### src/rtl/lba_geom_xlate.sv
module lba_geom_xlate #(
  parameter int SURFACES = 4,
  parameter int ZONES = 3,
  parameter int LBA_W = 10,
  parameter int ZCYL [ZONES] = '{6, 5, 4},
  parameter int ZSPARE [ZONES] = '{1, 1, 1},
  parameter int ZSPT [ZONES] = '{12, 10, 8}
) (
  input  logic clk,
  input  logic rst_n,
  input  logic req_valid,
  output logic req_ready,
  input  logic [LBA_W-1:0] req_lba,
  output logic resp_valid,
  input  logic resp_ready,
  output logic [((SURFACES > 1) ? $clog2(SURFACES) : 1)-1:0] resp_surface,
  output logic [$clog2(lba_geom_total_cyl())-1:0] resp_track,
  output logic [((lba_geom_max_spt() > 1) ? $clog2(lba_geom_max_spt()) : 1)-1:0] resp_sector,
  output logic resp_oor
);

  function automatic int lba_geom_total_cyl();
    int s = 0;
    for (int i = 0; i < ZONES; i++) s += ZCYL[i];
    return s;
  endfunction

  function automatic int lba_geom_max_spt();
    int m = 1;
    for (int i = 0; i < ZONES; i++) if (ZSPT[i] > m) m = ZSPT[i];
    return m;
  endfunction

  function automatic int zone_cap(int z);
    return (ZCYL[z] - ZSPARE[z]) * SURFACES * ZSPT[z];
  endfunction

  function automatic int zone_end(int z);
    int s = 0;
    for (int i = 0; i <= z; i++) s += zone_cap(i);
    return s;
  endfunction

  function automatic int zone_cyl0(int z);
    int s = 0;
    for (int i = 0; i < z; i++) s += ZCYL[i];
    return s;
  endfunction

  localparam int SURF_W = (SURFACES > 1) ? $clog2(SURFACES) : 1;
  localparam int CYL_W  = $clog2(lba_geom_total_cyl());
  localparam int SEC_W  = (lba_geom_max_spt() > 1) ? $clog2(lba_geom_max_spt()) : 1;
  localparam int CNT_W  = $clog2(LBA_W + 1);

  typedef enum logic [1:0] {S_IDLE, S_DIV1, S_DIV2, S_DONE} state_t;
  state_t state;

  logic [LBA_W-1:0]  num, rem, div;
  logic [CNT_W-1:0]  cnt;
  logic [CYL_W-1:0]  cyl0;
  logic [SURF_W-1:0] surf_r;
  logic [CYL_W-1:0]  trk_r;
  logic [SEC_W-1:0]  sec_r;
  logic              oor_r;

  logic              oor_c;
  logic [LBA_W-1:0]  z_base, z_spt;
  logic [CYL_W-1:0]  z_cyl0;

  always_comb begin
    oor_c  = 1'b1;
    z_base = '0;
    z_spt  = LBA_W'(1);
    z_cyl0 = '0;
    for (int i = ZONES - 1; i >= 0; i--) begin
      if (int'(req_lba) < zone_end(i)) begin
        oor_c  = 1'b0;
        z_base = LBA_W'(zone_end(i) - zone_cap(i));
        z_spt  = LBA_W'(ZSPT[i]);
        z_cyl0 = CYL_W'(zone_cyl0(i));
      end
    end
  end

  logic [LBA_W:0]   rem_sh;
  logic             ge;
  logic [LBA_W-1:0] rem_nx, num_nx;
  logic             last;

  assign rem_sh = {rem, num[LBA_W-1]};
  assign ge     = rem_sh >= {1'b0, div};
  assign rem_nx = ge ? LBA_W'(rem_sh - {1'b0, div}) : rem_sh[LBA_W-1:0];
  assign num_nx = {num[LBA_W-2:0], ge};
  assign last   = cnt == CNT_W'(LBA_W - 1);

  always_ff @(posedge clk) begin
    if (!rst_n) begin
      state  <= S_IDLE;
      num    <= '0;
      rem    <= '0;
      div    <= '0;
      cnt    <= '0;
      cyl0   <= '0;
      surf_r <= '0;
      trk_r  <= '0;
      sec_r  <= '0;
      oor_r  <= 1'b0;
    end else begin
      case (state)
        S_IDLE: if (req_valid) begin
          oor_r <= oor_c;
          if (oor_c) begin
            surf_r <= '0;
            trk_r  <= '0;
            sec_r  <= '0;
            state  <= S_DONE;
          end else begin
            num   <= req_lba - z_base;
            rem   <= '0;
            div   <= z_spt;
            cyl0  <= z_cyl0;
            cnt   <= '0;
            state <= S_DIV1;
          end
        end
        S_DIV1: begin
          num <= num_nx;
          cnt <= cnt + 1'b1;
          rem <= rem_nx;
          if (last) begin
            sec_r <= rem_nx[SEC_W-1:0];
            rem   <= '0;
            div   <= LBA_W'(SURFACES);
            cnt   <= '0;
            state <= S_DIV2;
          end
        end
        S_DIV2: begin
          num <= num_nx;
          cnt <= cnt + 1'b1;
          rem <= rem_nx;
          if (last) begin
            surf_r <= rem_nx[SURF_W-1:0];
            trk_r  <= cyl0 + num_nx[CYL_W-1:0];
            state  <= S_DONE;
          end
        end
        default: if (resp_ready) state <= S_IDLE;
      endcase
    end
  end

  assign req_ready    = state == S_IDLE;
  assign resp_valid   = state == S_DONE;
  assign resp_surface = surf_r;
  assign resp_track   = trk_r;
  assign resp_sector  = sec_r;
  assign resp_oor     = oor_r;

  function automatic logic in_spare(logic [CYL_W-1:0] t);
    logic r = 1'b0;
    for (int i = 0; i < ZONES; i++)
      if (int'(t) >= zone_cyl0(i) + ZCYL[i] - ZSPARE[i] && int'(t) < zone_cyl0(i) + ZCYL[i])
        r = 1'b1;
    return r;
  endfunction

  p_reset_idle_r1: assert property (@(posedge clk) !rst_n |=> req_ready && !resp_valid);

  p_no_spare_r3: assert property (@(posedge clk) disable iff (!rst_n)
    resp_valid && !resp_oor |-> !in_spare(resp_track));

  p_surf_range_r4: assert property (@(posedge clk) disable iff (!rst_n)
    resp_valid && !resp_oor |-> int'(resp_surface) < SURFACES && int'(resp_sector) < lba_geom_max_spt());

  p_oor_zero_r5: assert property (@(posedge clk) disable iff (!rst_n)
    resp_valid && resp_oor |-> resp_surface == '0 && resp_track == '0 && resp_sector == '0);

  p_hold_r6: assert property (@(posedge clk) disable iff (!rst_n)
    resp_valid && !resp_ready |=> resp_valid && $stable(resp_surface) && $stable(resp_track)
      && $stable(resp_sector) && $stable(resp_oor));

  p_single_r7: assert property (@(posedge clk) disable iff (!rst_n)
    req_valid && req_ready |=> !req_ready);

  p_excl_r7: assert property (@(posedge clk) disable iff (!rst_n) !(req_ready && resp_valid));

endmodule

### config.mk
export PLATFORM = sky130hd
export DESIGN_NAME = lba_geom_xlate
export DESIGN_NICKNAME = d
export VERILOG_FILES = /design/src/rtl/lba_geom_xlate.sv
export SDC_FILE = /design/constraint.sdc
export NUM_CORES = 1
export LEC_CHECK = 0
export CELL_PAD_IN_SITES_DETAIL_PLACEMENT = 2
export CELL_PAD_IN_SITES_GLOBAL_PLACEMENT = 2
export CORE_MARGIN = 4
export CORE_UTILIZATION = 35
export CTS_BUF_LIST = sky130_fd_sc_hd__clkbuf_4 sky130_fd_sc_hd__clkbuf_8 sky130_fd_sc_hd__clkbuf_16
export DETAILED_ROUTE_END_ITERATION = 12
export HOLD_SLACK_MARGIN = 0.08
export PLACE_DENSITY_LB_ADDON = 0.1
export SYNTH_ARGS = -nofsm -noshare
export SYNTH_HDL_FRONTEND = slang
export SYNTH_SLANG_ARGS = --single-unit
export TNS_END_PERCENT = 1
### constraint.sdc
create_clock -name clk -period 3.4 [get_ports clk]
set_input_delay 0.51 -clock clk [delete_from_list [all_inputs] [get_ports clk]]
set_output_delay 0.51 -clock clk [all_outputs]
set_load 0.01 [all_outputs]
After elaboration in Yosys (flattened, before gate mapping) --
Cells that the tools add are included.
Cells by class: add/sub/neg operators 4, multipliers 0, reductions and logical operators 15, mux-type cells 44, shift operators 0, equal/unequal tests 9, bitwise operators 1, order comparisons 4, div/mod/pow operators 0
Operators with widths (number):
- 2-to-1 mux 10 bit | 13
- 2-to-1 mux 4 bit | 11
- one-hot mux 10 bit (2 select lines) | 2
- one-hot mux 10 bit (3 select lines) | 1
- less-than comparator 10 x 9 -> 1 bit (second input constant) | 2
- subtractor 10 bit | 2
- 2-to-1 mux 2 bit | 8
- one-hot mux 4 bit (2 select lines) | 2
- AND reduction 4 bit | 4
- one-hot mux 4 bit (3 select lines) | 1
- greater-or-equal comparator 11 x 10 -> 1 bit | 1
- less-than comparator 10 x 8 -> 1 bit (second input constant) | 1
- 2-to-1 mux 9 bit | 1
- AND reduction 3 bit | 3
- != test 2 bit (second input constant) | 4
- one-hot mux 2 bit (3 select lines) | 1
- nonzero test 2 bit | 3
- adder 4 x 1 -> 4 bit (second input constant) | 1
- adder 4 bit | 1
- equality test 2 bit (second input constant) | 2
- equality test 4 bit (second input constant) | 1
- one-hot mux 2 bit (2 select lines) | 1
- nonzero test 4 bit | 1
- 2-to-1 mux 1 bit | 3
- other kinds (7) | 7
Storage, ports and cells: bits in writable memories 0, bits in latches 0, word-level logic and storage cells 87, memories kept 0, ROM bits 0, register bits 51, output and inout port bits 13

Longest topological paths before layout --
word-level depth 8, gate-level depth with buffers 12

Least setup slack after synthesis --
OpenSTA, ideal clock, no wires.
kind input to register, start input port req_lba[5], end register num[8], path buffers 1, slack 0.915 ns, arrival time 2.369 ns, stages on the path 12, cells stage by stage and4_1 buf_4 xnor2_1 nor2_1 ha_1 inv_1 fa_1 a21o_1 a21oi_1 xor2_1 o211ai_1 o211a_1
On the way: longest elaborated chain between the ends 8, elaborated cells on any way between the ends 15
Ends and longest elaborated chain:
- start: declaration | line 13 | input logic [LBA_W-1:0] req_lba,
- less-than comparator 10 x 9 -> 1 bit | line 76 | if (int'(req_lba) < zone_end(i)) begin
- 2-to-1 mux 9 bit | line 76
- 2-to-1 mux 10 bit | line 76
- 2-to-1 mux 10 bit * | line 76
- net z_base[4] | line 67 | logic [LBA_W-1:0] z_base, z_spt;
- subtractor 10 bit * | line 118 | num <= req_lba - z_base;
- 2-to-1 mux 10 bit * | line 112 | if (oor_c) begin
- 2-to-1 mux 10 bit * | line 110 | S_IDLE: if (req_valid) begin
- one-hot mux 10 bit (2 select lines) * | line 109 | case (state)
- end signal: assignment | line 118
- end signal: assignment | line 127 | num <= num_nx;
- end signal: assignment | line 139 | num <= num_nx;
- end: declaration | line 58 | logic [LBA_W-1:0] num, rem, div;
Mark *: on every way through the listed nets, which the timed path passes. The rest lies on a longest branch. The select of a mux whose other input is x is not followed. A chain may end at the register's enable or synchronous reset.

Final worst setup path --
Same ends and word-level chain as after synthesis.

==> results.md <==
- Status: finished clean
- Synth top area share: roughly a third
- I/O Buffers: 26
- Final hold vios: 0
- H-tree levels: 2
- Cell Pwr Density: roughly 630 mW/mm2
- Post-synthesis mux area share: approximately 3.7%
- 1st-pass router iterations: 4
- Synth warn: 0
- Hold_buf cts: 0
- Slowest Stage Delay on Critical Path: ~0.57 ns
- WL/cell: roughly 16 um
- Core area: 0.00777 mm2
- Setup TNS: 0 ns
- Die height: slightly below 100 um
- Final net count: 380
- Max cap viols: 0
- GP Congestion: approximately 0.75
- Post-Synth Adder-Cell Area: roughly a tenth
- Gr usage total: 16.0%
- Post-synth ARST share: 0%
- Die Wd: around 100 um
- Setup Buffers After CTS: 0
- Period utilization: 83.7%
- CP Capture Type: register
- Worst Setup Slack, final: about 0.55 ns
- Max clock buf depth: 2
- Syn_area_per_cell: ~8.8 um2
- Fin crit period: approximately 2.8 ns
- CTS Sinks: 44
- Mapped Cells: around 320
- Area delta synth->final: 15.4%
- Cell chain of the critical path: clkdlybuf4s50_1 -> and4_1 -> xnor2_1 -> nor2_1 -> ha_1 -> inv_1 -> fa_1 -> a21o_1 -> a21oi_1 -> xor2_1 -> o211ai_1 -> o211a_1
- Hpwl dp: 5750 um
- Largest net degree at the start of global routing: 21
- Top Metal Used: met4
- Largest family of logic cells by synthesized area: compound AO/OA/AOI/OAI gates
- Worst skew pair latency: ~0.3 ns
- CTS tree: built
- Worst vdd ir: 0.342 mV
- Drt total wl: between 7000 and 8000 um
- Main synth FF type: dfxtp_1
- R2R depth: 10
- Vias in the first global route: 2520
- Relative slew slack: about half
- Post-Synth XOR/XNOR Area: roughly 3.1%
- GRT overflow: 0
- Unrepaired setup endpoints after global routing: no
- Cell taking the most area after synthesis: dfxtp_1
- Cell Area, Synth: 0.00281 mm2
- Reg2reg start: num[9]
- Worst Tran Pin Value: 0.771 ns
- # IOs: 27
- ANT nets after route: 0
- CP Class: in2reg
- Post-Route Skew: 0.00729 ns
- Drt drc: 0
- Pre-CTS WS: 0.194 ns
- Initial Util: a little over a third
- Vias: between 2000 and 2500
- Critical Path AT: 3.04 ns
- Final setup fails: 0
- Leading post-synthesis cells by instance count: dfxtp_1 (44), nand2_1 (35), inv_1 (19)
- Largest cells by area after synthesis: dfxtp_1 (31%), ha_1 (8.0%), nand2_1 (4.7%)
- WL met2: ~3600 um
- DR WL met3: 127 um
- Flop2flop setup slack: approximately 0.69 ns
- Startpoint types: input pin
- Die area: 0.00953 mm2
- Clock transition at path regs: 0.09 ns
- Count of cell types in the netlist: 64
- Met1 wire length: ~3500 um
- Reg-to-reg critical path endpoint: resp_track[1]
- Syn Nets: around 360
- EDFF count, synth: 0
- Initial antenna violation count: 0
- Share of cells above drive strength 1: under 10%
- Synth Register Bits: 44
- Critical Path Fanout Max: 5
- Max Slew Vio Count: 0
- Crit-path slowest cell: clkdlybuf4s50_1
- PostCTS Resize Cnt: 0
- Iter 0 DRT Violations: 68
- Worst Setup EP: num[8]
- Antenna Cells: 0
- Register area share after synthesis: roughly a third
- Post-synthesis compound-gate area fraction: about a quarter
- Worst Path Required: between 3 and 4 ns
- TritonCTS buffer count: 5
- Site Rows: 32
- Global-route wire length before repair: around 13000 um
- Fmax achieved: 351 MHz
- HP Class: reg2reg
- Count leader, synth: dfxtp_1
- Start point of the critical path: req_lba[5]
- Synth Area in Simple Gates: between 20% and 30%
- CTS root buf: clkbuf_8
- Leakage: roughly 1.3 nW
- Vias per cell: around 5.3
==> where the power goes <==
part / internal (mW) / switching, mW
clock: 0.163 / 0.195
sequential: 0.586 / 0.0618
combinational: 0.415 / 0.610
total: 1.16 / 0.867
==> area by class of cell <==
type / instances / area [um2]
Clock buffer: 6 / 82.6
Clock inverter: 2 / 10.0
Fill cell: 890 / 4520
Inverter: 19 / 71.3
Multi-Input combinational cell: 242 / 1760
Sequential cell: 44 / 881
Tap cell: 102 / 128
Timing Repair Buffer: 33 / 313
==> cells in the final DEF (no fill, tap or decap), drive strengths merged, types with 3 or more instances in the layout <==
cell type      instances
dfxtp                 44
nand2                 36
clkdlybuf4s50         26
o21ai                 21
inv                   19
ha                    18
nor2                  17
a21oi                 15
mux2i                 10
nor2b                  9
a21boi                 9
o21a                   7
nand3                  7
buf                    7
nor3                   6
o211a                  6
clkbuf                 6
xnor2                  5
and3                   5
o211ai                 5
xor2                   5
a22o                   5
and2                   5
a21o                   4
a31oi                  4
or3                    3
nor3b                  3
nor4b                  3
fa                     3
or3b                   3
==> registers in the layout, summed over array words and instances (netlist names) <==
| signal | count |
|---|---|
| cnt | 4 |
| div | 4 |
| resp_sector | 4 |
| rem | 10 |
| cyl0 | 3 |
| state | 2 |
| num | 10 |
| resp_track | 4 |
| resp_surface | 2 |
| resp_oor | 1 |
==> metal layers <==
metal | track usage, % | vias to the layer above
met4 | 4.15 | 0
met1 | 20.3 | 1174
met3 | 2.01 | 6
met5 | 0 | -
met2 | 28.5 | 20
li1 | - | 1195
==> kinds of logic (layout without fill, tap and decap cells) <==
| kind of cell | after synthesis | after routing |
|---|---|---|
| simple gates | 110 | 110 |
| compound gates | 91 | 91 |
| flops | 44 | 44 |
| buf+inv | 35 | 60 |
| fa+ha+maj | 21 | 21 |
| xor+xnor | 10 | 10 |
| mux | 10 | 10 |
==> worst max-delay path, delay by kind of cell <==
family,cells,cell delay [ns]
buffers and inverters,2,0.62
AO/OA/AOI/OAI,4,0.60
adder cells (fa/ha/maj),2,0.59
AND/OR/NAND/NOR,2,0.45
XOR/XNOR,2,0.27
==> worst min-delay path by stage <==
stage                        start              to  slack, ns  cells after the start
floorplan                   div[3]          div[3]       0.43                      1
global placement    resp_sector[1]  resp_sector[1]       0.44                      2
detailed placement  resp_sector[1]  resp_sector[1]       0.44                      2
CTS                 resp_sector[1]  resp_sector[1]       0.46                      2
global route        resp_sector[1]  resp_sector[1]       0.48                      2
finish              resp_sector[1]  resp_sector[1]       0.45                      2
==> stage by stage <==
step / hold WS [ns] / area (um2) / utilization, % / std cells / total power, mW
final: 0.449 / 3240 / 41.8 / 448 / 2.03
after global placement: 0.439 / 3150 / 40.6 / 440 / 1.67
after floorplan: 0.427 / 2810 / - / 321 / 1.43
after CTS: 0.456 / 3240 / 41.8 / 448 / 2.07
after detailed placement: 0.443 / 3150 / 40.6 / 440 / 1.71
after global routing: 0.481 / 3240 / 41.8 / 448 / 2.22
(Power assumes the default switching activity.)
